## src/rtl/sirq_pkg.sv

```systemverilog
package sirq_pkg;
  localparam int AW = 7;
  localparam int DW = 32;
  localparam logic [AW-1:0] A_CFG    = 7'h00;
  localparam logic [AW-1:0] A_MSET   = 7'h01;
  localparam logic [AW-1:0] A_MCLR   = 7'h02;
  localparam logic [AW-1:0] A_POL    = 7'h03;
  localparam logic [AW-1:0] A_TRIG   = 7'h04;
  localparam logic [AW-1:0] A_DUAL   = 7'h05;
  localparam logic [AW-1:0] A_INJECT = 7'h06;
  localparam logic [AW-1:0] A_PEND   = 7'h07;
  localparam logic [AW-1:0] A_MPEND  = 7'h08;
  localparam logic [AW-1:0] A_MASK   = 7'h09;
  localparam logic [AW-1:0] A_PINMAP = 7'h20;
  localparam logic [AW-1:0] A_CTXMAP = 7'h40;
  localparam int INJ_SET_BIT = 31;
  localparam int MAP_EN_BIT  = 31;
endpackage

```

## src/rtl/sirq_sense.sv

```systemverilog
module sirq_sense (
  input  logic clk,
  input  logic rst,
  input  logic line_i,
  input  logic pol_i,
  input  logic trig_i,
  input  logic dual_i,
  input  logic sw_set_i,
  input  logic sw_clr_i,
  output logic pend_o
);
  logic s1_q, s2_q, prev_q, latch_q;
  logic rise, fall, edge_ev, active;

  always_ff @(posedge clk) begin
    if (rst) begin
      s1_q   <= 1'b0;
      s2_q   <= 1'b0;
      prev_q <= 1'b0;
    end else begin
      s1_q   <= line_i;
      s2_q   <= s1_q;
      prev_q <= s2_q;
    end
  end

  always_comb begin
    rise    = s2_q & ~prev_q;
    fall    = ~s2_q & prev_q;
    active  = s2_q ^ pol_i;
    edge_ev = trig_i & (dual_i ? (rise | fall) : (pol_i ? fall : rise));
  end

  always_ff @(posedge clk) begin
    if (rst) latch_q <= 1'b0;
    else     latch_q <= edge_ev | sw_set_i | (latch_q & ~sw_clr_i);
  end

  assign pend_o = latch_q | (~trig_i & active);


  edge_wins_chk: assert property (@(posedge clk) disable iff (rst)
    edge_ev |=> latch_q);

  inject_set_chk: assert property (@(posedge clk) disable iff (rst)
    sw_set_i |=> latch_q);

  inject_clr_chk: assert property (@(posedge clk) disable iff (rst)
    (sw_clr_i && !sw_set_i && !edge_ev) |=> !latch_q);
endmodule

```

## src/rtl/sirq_route.sv

```systemverilog
module sirq_route #(
  parameter int SRCS  = 16,
  parameter int CTXS  = 2,
  parameter int PINS  = 4,
  parameter int PIN_W = 2
) (
  input  logic                    clk,
  input  logic                    rst,
  input  logic [SRCS-1:0]         pend_i,
  input  logic [SRCS-1:0]         mask_i,
  input  logic [SRCS-1:0]         map_en_i,
  input  logic [SRCS*PIN_W-1:0]   pin_i,
  input  logic [SRCS*CTXS-1:0]    ctx_i,
  output logic [CTXS*PINS-1:0]    irq_o
);
  localparam int OUTS = CTXS * PINS;
  logic [OUTS-1:0] irq_d, irq_q;

  always_comb begin
    irq_d = '0;
    for (int s = 0; s < SRCS; s++) begin
      for (int c = 0; c < CTXS; c++) begin
        for (int p = 0; p < PINS; p++) begin
          if (pend_i[s] && mask_i[s] && map_en_i[s] && ctx_i[s*CTXS+c] &&
              (pin_i[s*PIN_W +: PIN_W] == PIN_W'(p)))
            irq_d[c*PINS+p] = 1'b1;
        end
      end
    end
  end

  always_ff @(posedge clk) begin
    if (rst) irq_q <= '0;
    else     irq_q <= irq_d;
  end

  assign irq_o = irq_q;


  deliver_src_chk: assert property (@(posedge clk) disable iff (rst)
    (|irq_q) |-> $past(|(pend_i & mask_i & map_en_i)));

  reset_quiet_chk: assert property (@(posedge clk)
    $past(rst) |-> (irq_q == '0));
endmodule

```

## src/rtl/shared_irq_ctrl.sv

```systemverilog
module shared_irq_ctrl
  import sirq_pkg::*;
#(
  parameter int GROUPS = 2,
  parameter int CTXS   = 2,
  parameter int PINS   = 4,
  localparam int SRCS  = GROUPS * 8
) (
  input  logic                 clk,
  input  logic                 rst,
  input  logic [SRCS-1:0]      irq_line,
  input  logic                 wr_en,
  input  logic [AW-1:0]        wr_addr,
  input  logic [DW-1:0]        wr_data,
  input  logic [AW-1:0]        rd_addr,
  output logic [DW-1:0]        rd_data,
  output logic [CTXS*PINS-1:0] irq_req
);
  localparam int PIN_W = (PINS > 1) ? $clog2(PINS) : 1;
  localparam int SRC_W = (SRCS > 1) ? $clog2(SRCS) : 1;

  logic [SRCS-1:0]       mask_q, pol_q, trig_q, dual_q, map_en_q, pend;
  logic [SRCS*PIN_W-1:0] pin_q;
  logic [SRCS*CTXS-1:0]  ctx_q;
  logic [SRCS-1:0]       inj_set, inj_clr;
  logic                  inj_wr;
  logic [SRC_W-1:0]      inj_idx;

  assign inj_wr  = wr_en && (wr_addr == A_INJECT) &&
                   (wr_data[DW-2:0] < (DW-1)'(SRCS));
  assign inj_idx = wr_data[SRC_W-1:0];

  always_comb begin
    inj_set = '0;
    inj_clr = '0;
    if (inj_wr) begin
      inj_set[inj_idx] = wr_data[INJ_SET_BIT];
      inj_clr[inj_idx] = ~wr_data[INJ_SET_BIT];
    end
  end

  always_ff @(posedge clk) begin
    if (rst) begin
      mask_q   <= '0;
      pol_q    <= '0;
      trig_q   <= '0;
      dual_q   <= '0;
      map_en_q <= '0;
      pin_q    <= '0;
      ctx_q    <= '0;
    end else if (wr_en) begin
      case (wr_addr)
        A_MSET: mask_q <= mask_q | wr_data[SRCS-1:0];
        A_MCLR: mask_q <= mask_q & ~wr_data[SRCS-1:0];
        A_POL:  pol_q  <= wr_data[SRCS-1:0];
        A_TRIG: trig_q <= wr_data[SRCS-1:0];
        A_DUAL: dual_q <= wr_data[SRCS-1:0];
        default: begin
          for (int i = 0; i < SRCS; i++) begin
            if (wr_addr == A_PINMAP + AW'(i)) begin
              map_en_q[i]              <= wr_data[MAP_EN_BIT];
              pin_q[i*PIN_W +: PIN_W]  <= wr_data[PIN_W-1:0];
            end
            if (wr_addr == A_CTXMAP + AW'(i))
              ctx_q[i*CTXS +: CTXS] <= wr_data[CTXS-1:0];
          end
        end
      endcase
    end
  end

  for (genvar g = 0; g < SRCS; g++) begin : g_src
    sirq_sense u_sense (
      .clk      (clk),
      .rst      (rst),
      .line_i   (irq_line[g]),
      .pol_i    (pol_q[g]),
      .trig_i   (trig_q[g]),
      .dual_i   (dual_q[g]),
      .sw_set_i (inj_set[g]),
      .sw_clr_i (inj_clr[g]),
      .pend_o   (pend[g])
    );
  end

  sirq_route #(.SRCS(SRCS), .CTXS(CTXS), .PINS(PINS), .PIN_W(PIN_W)) u_route (
    .clk      (clk),
    .rst      (rst),
    .pend_i   (pend),
    .mask_i   (mask_q),
    .map_en_i (map_en_q),
    .pin_i    (pin_q),
    .ctx_i    (ctx_q),
    .irq_o    (irq_req)
  );

  always_ff @(posedge clk) begin
    if (rst) rd_data <= '0;
    else begin
      rd_data <= '0;
      case (rd_addr)
        A_CFG:   rd_data <= {16'h0, 8'(CTXS-1), 8'(GROUPS-1)};
        A_POL:   rd_data[SRCS-1:0] <= pol_q;
        A_TRIG:  rd_data[SRCS-1:0] <= trig_q;
        A_DUAL:  rd_data[SRCS-1:0] <= dual_q;
        A_PEND:  rd_data[SRCS-1:0] <= pend;
        A_MPEND: rd_data[SRCS-1:0] <= pend & mask_q;
        A_MASK:  rd_data[SRCS-1:0] <= mask_q;
        default: begin
          for (int i = 0; i < SRCS; i++) begin
            if (rd_addr == A_PINMAP + AW'(i)) begin
              rd_data[MAP_EN_BIT]  <= map_en_q[i];
              rd_data[PIN_W-1:0]   <= pin_q[i*PIN_W +: PIN_W];
            end
            if (rd_addr == A_CTXMAP + AW'(i))
              rd_data[CTXS-1:0] <= ctx_q[i*CTXS +: CTXS];
          end
        end
      endcase
    end
  end


  mask_set_chk: assert property (@(posedge clk) disable iff (rst)
    (wr_en && wr_addr == A_MSET) |=>
      ((mask_q & $past(wr_data[SRCS-1:0])) == $past(wr_data[SRCS-1:0])));

  mask_clr_chk: assert property (@(posedge clk) disable iff (rst)
    (wr_en && wr_addr == A_MCLR) |=>
      ((mask_q & $past(wr_data[SRCS-1:0])) == '0));
endmodule

```

## config.mk

```make
export PLATFORM = sky130hd
export DESIGN_NAME = shared_irq_ctrl
export DESIGN_NICKNAME = d
export VERILOG_FILES = /design/src/rtl/sirq_pkg.sv /design/src/rtl/sirq_sense.sv /design/src/rtl/sirq_route.sv /design/src/rtl/shared_irq_ctrl.sv
export SDC_FILE = /design/constraint.sdc
export NUM_CORES = 1
export LEC_CHECK = 0
export BUFFER_PORTS_ARGS = -buffer_cell sky130_fd_sc_hd__buf_2
export CAP_MARGIN = 20
export CORE_UTILIZATION = 45
export CTS_BUF_LIST = sky130_fd_sc_hd__clkbuf_4
export DETAILED_ROUTE_END_ITERATION = 10
export HOLD_SLACK_MARGIN = 0.02
export PLACE_DENSITY = 0.75
export SETUP_SLACK_MARGIN = 0.15
export SYNTH_ARGS = -nofsm -noshare
export SYNTH_HDL_FRONTEND = slang
export SYNTH_SLANG_ARGS = --single-unit
```

## constraint.sdc

```tcl
create_clock -name clk -period 3.5 [get_ports clk]
set_input_delay 1.05 -clock clk [delete_from_list [all_inputs] [get_ports clk]]
set_output_delay 1.05 -clock clk [all_outputs]
set_load 0.01 [all_outputs]
```

# After elaboration in Yosys (flattened, before gate mapping)
# Cells that the tools add are included.
[totals] mem_bits_rw=0 input_bits=65 out_inout_bits=40 reg_bits=248 n_memories=0 word_cells=945 latch_bits=0 mem_bits_ro=0
[classes] bitwise=232 reduce_logical=251 shift=0 add_sub_neg=0 div_mod_pow=0 n_mux=215 n_eq_ne=124 n_lt_le_gt_ge=3 n_mul=0
[ops] operator="$eq A7 B6 Y1 const B" count=32
[ops] operator="$eq A7 B7 Y1 const B" count=32
[ops] operator="$logic_and A1 B1 Y1" count=195
[ops] operator="$mux W1" count=177
[ops] operator="$pmux W14 S7" count=1
[ops] operator="$reduce_and A3 Y1" count=32
[ops] operator="$and A1 B1 Y1" count=80
[ops] operator="$not A1 Y1" count=66
[ops] operator="$and A16 B16 Y16" count=4
[ops] operator="$eq A2 B2 Y1 const B" count=32
[ops] operator="$mux W2" count=32
[ops] operator="$or A1 B1 Y1" count=64
[ops] operator="$eq A7 B3 Y1 const B" count=6
[ops] operator="$eq A2 B1 Y1 const B" count=16
[ops] operator="$logic_not A2 Y1" count=16
[ops] operator="$mux W16" count=2
[ops] operator="$pmux W16 S2" count=1
[ops] operator="$lt A31 B5 Y1 const B" count=1
[ops] operator="$eq A7 B2 Y1 const B" count=3
[ops] operator="$not A16 Y16" count=1
[ops] operator="$or A16 B16 Y16" count=1
[ops] operator="$xor A1 B1 Y1" count=16
[ops] operator="$eq A7 B4 Y1 const B" count=2
[ops] operator="$pmux W2 S7" count=1
[ops] operator="other kinds (9)" count=12

# Longest topological paths before layout
[logic_depth] word_depth=34 mapped_depth=10 depth_no_buf=6

# Cells and area by module
# A second synthesis with hierarchy kept.
[hier_totals] cells_unflattened=1497 hier_area_um2=12543.3
[modules_own_cells] mod="shared_irq_ctrl" seq_area_each_um2=3223.1 cells_each=990 instances=1 area_each_um2=8154.1
[modules_own_cells] mod="sirq_sense" seq_area_each_um2=80.1 cells_each=19 instances=16 area_each_um2=190.2
[modules_own_cells] mod="sirq_route" seq_area_each_um2=160.2 cells_each=203 instances=1 area_each_um2=1346.3

# Worst setup path before layout
# No wires, ideal clock.
[synth_timing] path_type="input to register" startpoint="in rd_addr[4]" endpoint="reg rd_data[0]" setup_time_ps=134 arrival_time_ps=2600 path_stages=7 n_path_buf=2 setup_slack_ps=766 t_required_ps=3366 path_cell_list="clkbuf_1 > or3b_1 > buf_2 > or3_1 > a211o_1 > o311ai_1 > nand3_1"
[synth_via] elab_chain_len=34 elab_cells_between_ends=72
[synth_lines] element="start: declaration" line_no="shared_irq_ctrl.sv:15" text="input logic [AW-1:0] rd_addr,"
[synth_lines] element="$eq A7 B6 Y1" line_no="shared_irq_ctrl.sv:111" text="if (rd_addr == A_PINMAP + AW'(i)) begin"
[synth_lines] element="$mux W2" line_no="shared_irq_ctrl.sv:111"
[synth_lines] element="$mux W2" line_no="shared_irq_ctrl.sv:115" text="if (rd_addr == A_CTXMAP + AW'(i))"
[synth_lines] element="$mux W2" line_no="shared_irq_ctrl.sv:111"
[synth_lines] element="$mux W2" line_no="shared_irq_ctrl.sv:115"
[synth_lines] element="$mux W2" line_no="shared_irq_ctrl.sv:111"
[synth_lines] element="$mux W2" line_no="shared_irq_ctrl.sv:115"
[synth_lines] element="$mux W2" line_no="shared_irq_ctrl.sv:111"
[synth_lines] element="[18 not listed]"
[synth_lines] element="$mux W2" line_no="shared_irq_ctrl.sv:115"
[synth_lines] element="$mux W2" line_no="shared_irq_ctrl.sv:111"
[synth_lines] element="$mux W2" line_no="shared_irq_ctrl.sv:115"
[synth_lines] element="$mux W2" line_no="shared_irq_ctrl.sv:111"
[synth_lines] element="$mux W2" line_no="shared_irq_ctrl.sv:115"
[synth_lines] element="$mux W2" line_no="shared_irq_ctrl.sv:111"
[synth_lines] element="$mux W2" line_no="shared_irq_ctrl.sv:115"
[synth_lines] element="$pmux W2 S7 (*)" line_no="shared_irq_ctrl.sv:101" text="case (rd_addr)"
[synth_lines] element="end signal: assignment" line_no="shared_irq_ctrl.sv:102" text="A_CFG: rd_data <= {16'h0, 8'(CTXS-1), 8'(GROUPS-1)};"
[synth_lines] element="end signal: indexed assignment" line_no="shared_irq_ctrl.sv:112" text="rd_data[MAP_EN_BIT] <= map_en_q[i];"
[synth_lines] element="end signal: indexed assignment" line_no="shared_irq_ctrl.sv:116" text="rd_data[CTXS-1:0] <= ctx_q[i*CTXS +: CTXS];"
[synth_lines] element="end: declaration" line_no="shared_irq_ctrl.sv:16" text="output logic [DW-1:0] rd_data,"
# Every way passes the cells marked *; elsewhere a longest branch is shown, timed or not.
# A chain may end at the register's enable or synchronous reset.

# Worst setup path after layout
[layout_timing] startpoint="in rd_addr[1]" endpoint="reg rd_data[15]"
[layout_via] elab_chain_len=2 elab_cells_between_ends=8
[layout_lines] element="$eq A7 B4 Y1 (tied with other cells)" line_no="shared_irq_ctrl.sv:101"
[layout_lines] element="$pmux W14 S7 (*)" line_no="shared_irq_ctrl.sv:101"
[layout_lines] element="end signal: assignment" line_no="shared_irq_ctrl.sv:102"
[layout_lines] element="end signal: indexed assignment" line_no="shared_irq_ctrl.sv:103" text="A_POL: rd_data[SRCS-1:0] <= pol_q;"
[layout_lines] element="end signal: indexed assignment" line_no="shared_irq_ctrl.sv:104" text="A_TRIG: rd_data[SRCS-1:0] <= trig_q;"
# Marks and branches as above.

==> impl_metrics.ini <==
[synthesis]
netlist-cell-type-count = 81
yosysMostFrequentCell = dfxtp_1
synth_area_leader_cell = dfxtp_1
syn_area_per_cell_um2 = 8.17
async_flop_share_pct = 0
synthTopCellsByCount = dfxtp_1 (233), nand2_1 (171), nor2_1 (144)
syn_area_um2 = 12400
yosys_most_used_dff = dfxtp_1
ys_warn_count = 0
synth_edf_count = 0
synth_top_area_share_pct = 37.6
ys_top_cells_by_area = dfxtp_1 (38%), mux2i_1 (7.0%), nand2_1 (5.2%)
synth.ff_latch_count = 233
synth_seq_area_share_pct = 37.6
syn_inst = 1519

[setup_path]
r2r_setup_slack_ns = 1.23
path_cells = buf_2 > buf_12 > or4b_1 > nor2_2 > buf_4 > nand2_1 > nand2_1 > a21oi_1 > nor2_1
cp.arrival_ns = 3.10
worst_setup_path_start_kind = input pin
rr_startpoint = pol_q[7]
crit_top_cell = nand2_1
crit_required_ns = 4.12
path_class = in -> reg
critPathMaxFanout = 23
max_stage_delay_ns = 0.55
cp-end-kind = register
crit_start = rd_addr[1]
slowest_stage = or4b_1

[detailed_routing]
vias = 12000
routed_wl_um = 41600
wl_per_cell_um = 21.0
initialDrtViolationCount = 1351
drc = 0
drtAntennaViolNets = 0
drt_pass1_iterations = 6
via_per_inst = 6.06

[global_routing]
grt_first_pass_wirelength_um = 64000
use_met1_pct = 38.8
grtUsageMet2_pct = 46.8
grt_most_used_layer = met2
grt.overflow.total = 0
antenna_found_initial = 1
grt_usage_pct = 29.1
grt_max_degree = 93
grt_pass1_vias = 11000
grt_util_met3_pct = 5.10

[clocking]
cts_setup_buffers = 0
cts_max_level = 2
cts-resized-gates = 0
cts.hold.buffers_added = 0
clkSinkCount = 233
clk_latency_ns = 0.76
cts-root-buf = clkbuf_4
clkSlewWorstSetupHoldPaths_ns = 0.07
cts_tree = yes
clockBufferDepth = 3
cts_buffers = 59

[min_path]
hold_start = g_src[6].u_sense.s1_q
hold_class = reg -> reg

[sta]
slew_viol_final = 0
slew_headroom_pct = 35.6
rsz0062_at_grt = no
finClkSkew_ns = 0.0872
final.setup.tns_ns = 0
setup_viol = 0
fmax_mhz = 403
min_period_over_period_pct = 70.9
finalCriticalPeriod_ns = 2.48
worstMarginPinSlew_ns = 0.963
hold_viol_final = 0

[pwr]
leakage_uw = 0.00518
powerDensity_nw_per_um2 = 384
peakVddDrop_v = 0.000278
p_total_uw = 5270

[final_layout]
instances_no_fill = 1979
syn_to_final_growth_pct = 10.7
final_layout_size_suffix_gt1_share_pct = 14.8
n_fill_cell = 2650
nets = 1692
fin_area_um2 = 13700

[placed_design]
place_congestion = 1.07
dpl.cell_count = 1875
hpwl_um = 30300
portBuffers = 89
place_area_um2 = 13000

[job]
cap_viol_max_count = 0

[die]
io_pins = 105
die_y_um = 168
dieArea_um2 = 28200
start_util_pct = 45.9
dieWidth_um = 168
rows = 60
core_area_um2 = 27000

[run_status]
status = finished, final reports clean
-- cells in the final DEF, fill, tap and decap left out, types with 16 or more instances in the layout --
| cell type | instances |
|---|---|
| a211oi_1 | 18 |
| a21oi_1 | 121 |
| a22oi_1 | 35 |
| buf_2 | 88 |
| buf_4 | 27 |
| clkbuf_4 | 77 |
| clkinv_1 | 19 |
| dfxtp_1 | 233 |
| ha_1 | 32 |
| inv_1 | 41 |
| mux2_2 | 17 |
| mux2i_1 | 87 |
| nand2_1 | 171 |
| nand2b_1 | 26 |
| nand3_1 | 58 |
| nand4_1 | 42 |
| nor2_1 | 144 |
| nor2b_1 | 48 |
| nor3_1 | 30 |
| nor4_1 | 22 |
| o211ai_1 | 18 |
| o21ai_0 | 43 |
| o21bai_1 | 17 |
| o22ai_1 | 41 |
| xnor2_1 | 16 |
-- report_power, final --
group | total (uW) | switching (uW) | internal [uW]
combinational | 387 | 266 | 121
sequential | 2700 | 19.6 | 2680
clock | 2190 | 1150 | 1040
total | 5270 | 1440 | 3840
-- final timing paths --
path | end | cells past startpoint
setup / recovery | rd_data[15] | 9
hold / removal | g_src[6].u_sense.s2_q | 1
setup reg to reg | u_route.irq_o[0] | 6
hold reg to reg | g_src[6].u_sense.s2_q | 1
-- layer usage --
metal  up-vias  routed length (um)  share of wire (%)
met4         0                1630                3.9
met2       617               18800                 45
met1      5635               17500                 42
li1       5638                   -                  -
met3       111                3590                8.6
met5         -                   0                  0
-- registers in the layout, indices dropped and copies added, names as in the netlist, named ones only --
| name | flops |
|---|---|
| g_src.u_sense.s1_q | 16 |
| u_route.irq_o | 8 |
| dual_q | 16 |
| g_src.u_sense.latch_q | 16 |
| pol_q | 16 |
| trig_q | 16 |
| map_en_q | 16 |
| g_src.u_sense.s2_q | 16 |
| pin_q | 32 |
| rd_data | 17 |
| ctx_q | 32 |
| g_src.u_sense.prev_q | 16 |
-- critical path, delay by kind of cell --
family	cells	cell delay [ns]
AND/OR/NAND/NOR	5	1.27
buffers and inverters	3	0.67
AO/OA/AOI/OAI	1	0.07
-- logic make-up after synthesis --
group | share of synthesized area (%)
xor+xnor | 1.20
flops | 37.6
buf+inv | 5.78
mux | 8.74
fa+ha+maj | 3.23
other cells | 0.0302
compound gates | 18.9
simple gates | 24.6
-- metrics by stage --
step / worst slack, ns / hold slack [ns] / utilization [%]
4_1_cts: 1.09 / 0.393 / 50.8
3_5_place_dp: 0.319 / 0.420 / 48.2
5_1_grt: 0.934 / 0.424 / 50.8
3_3_place_gp: 0.389 / 0.416 / 48.2
2_1_floorplan: 0.766 / 0.414 / -
6_report: 1.02 / 0.385 / 50.8
-- cell type report --
type	instances	area (um2)	share of cell area, %
Multi-Input combinational cell	1142	7090	51.6
Sequential cell	233	4660	34.0
Clock buffer	77	578	4.21
Clock inverter	26	125	0.911
Inverter	41	154	1.12
Antenna cell	1	2.50	0.0182
Timing Repair Buffer	118	694	5.05
Tap cell	341	427	3.11
Power figures use the tool's default switching activity.
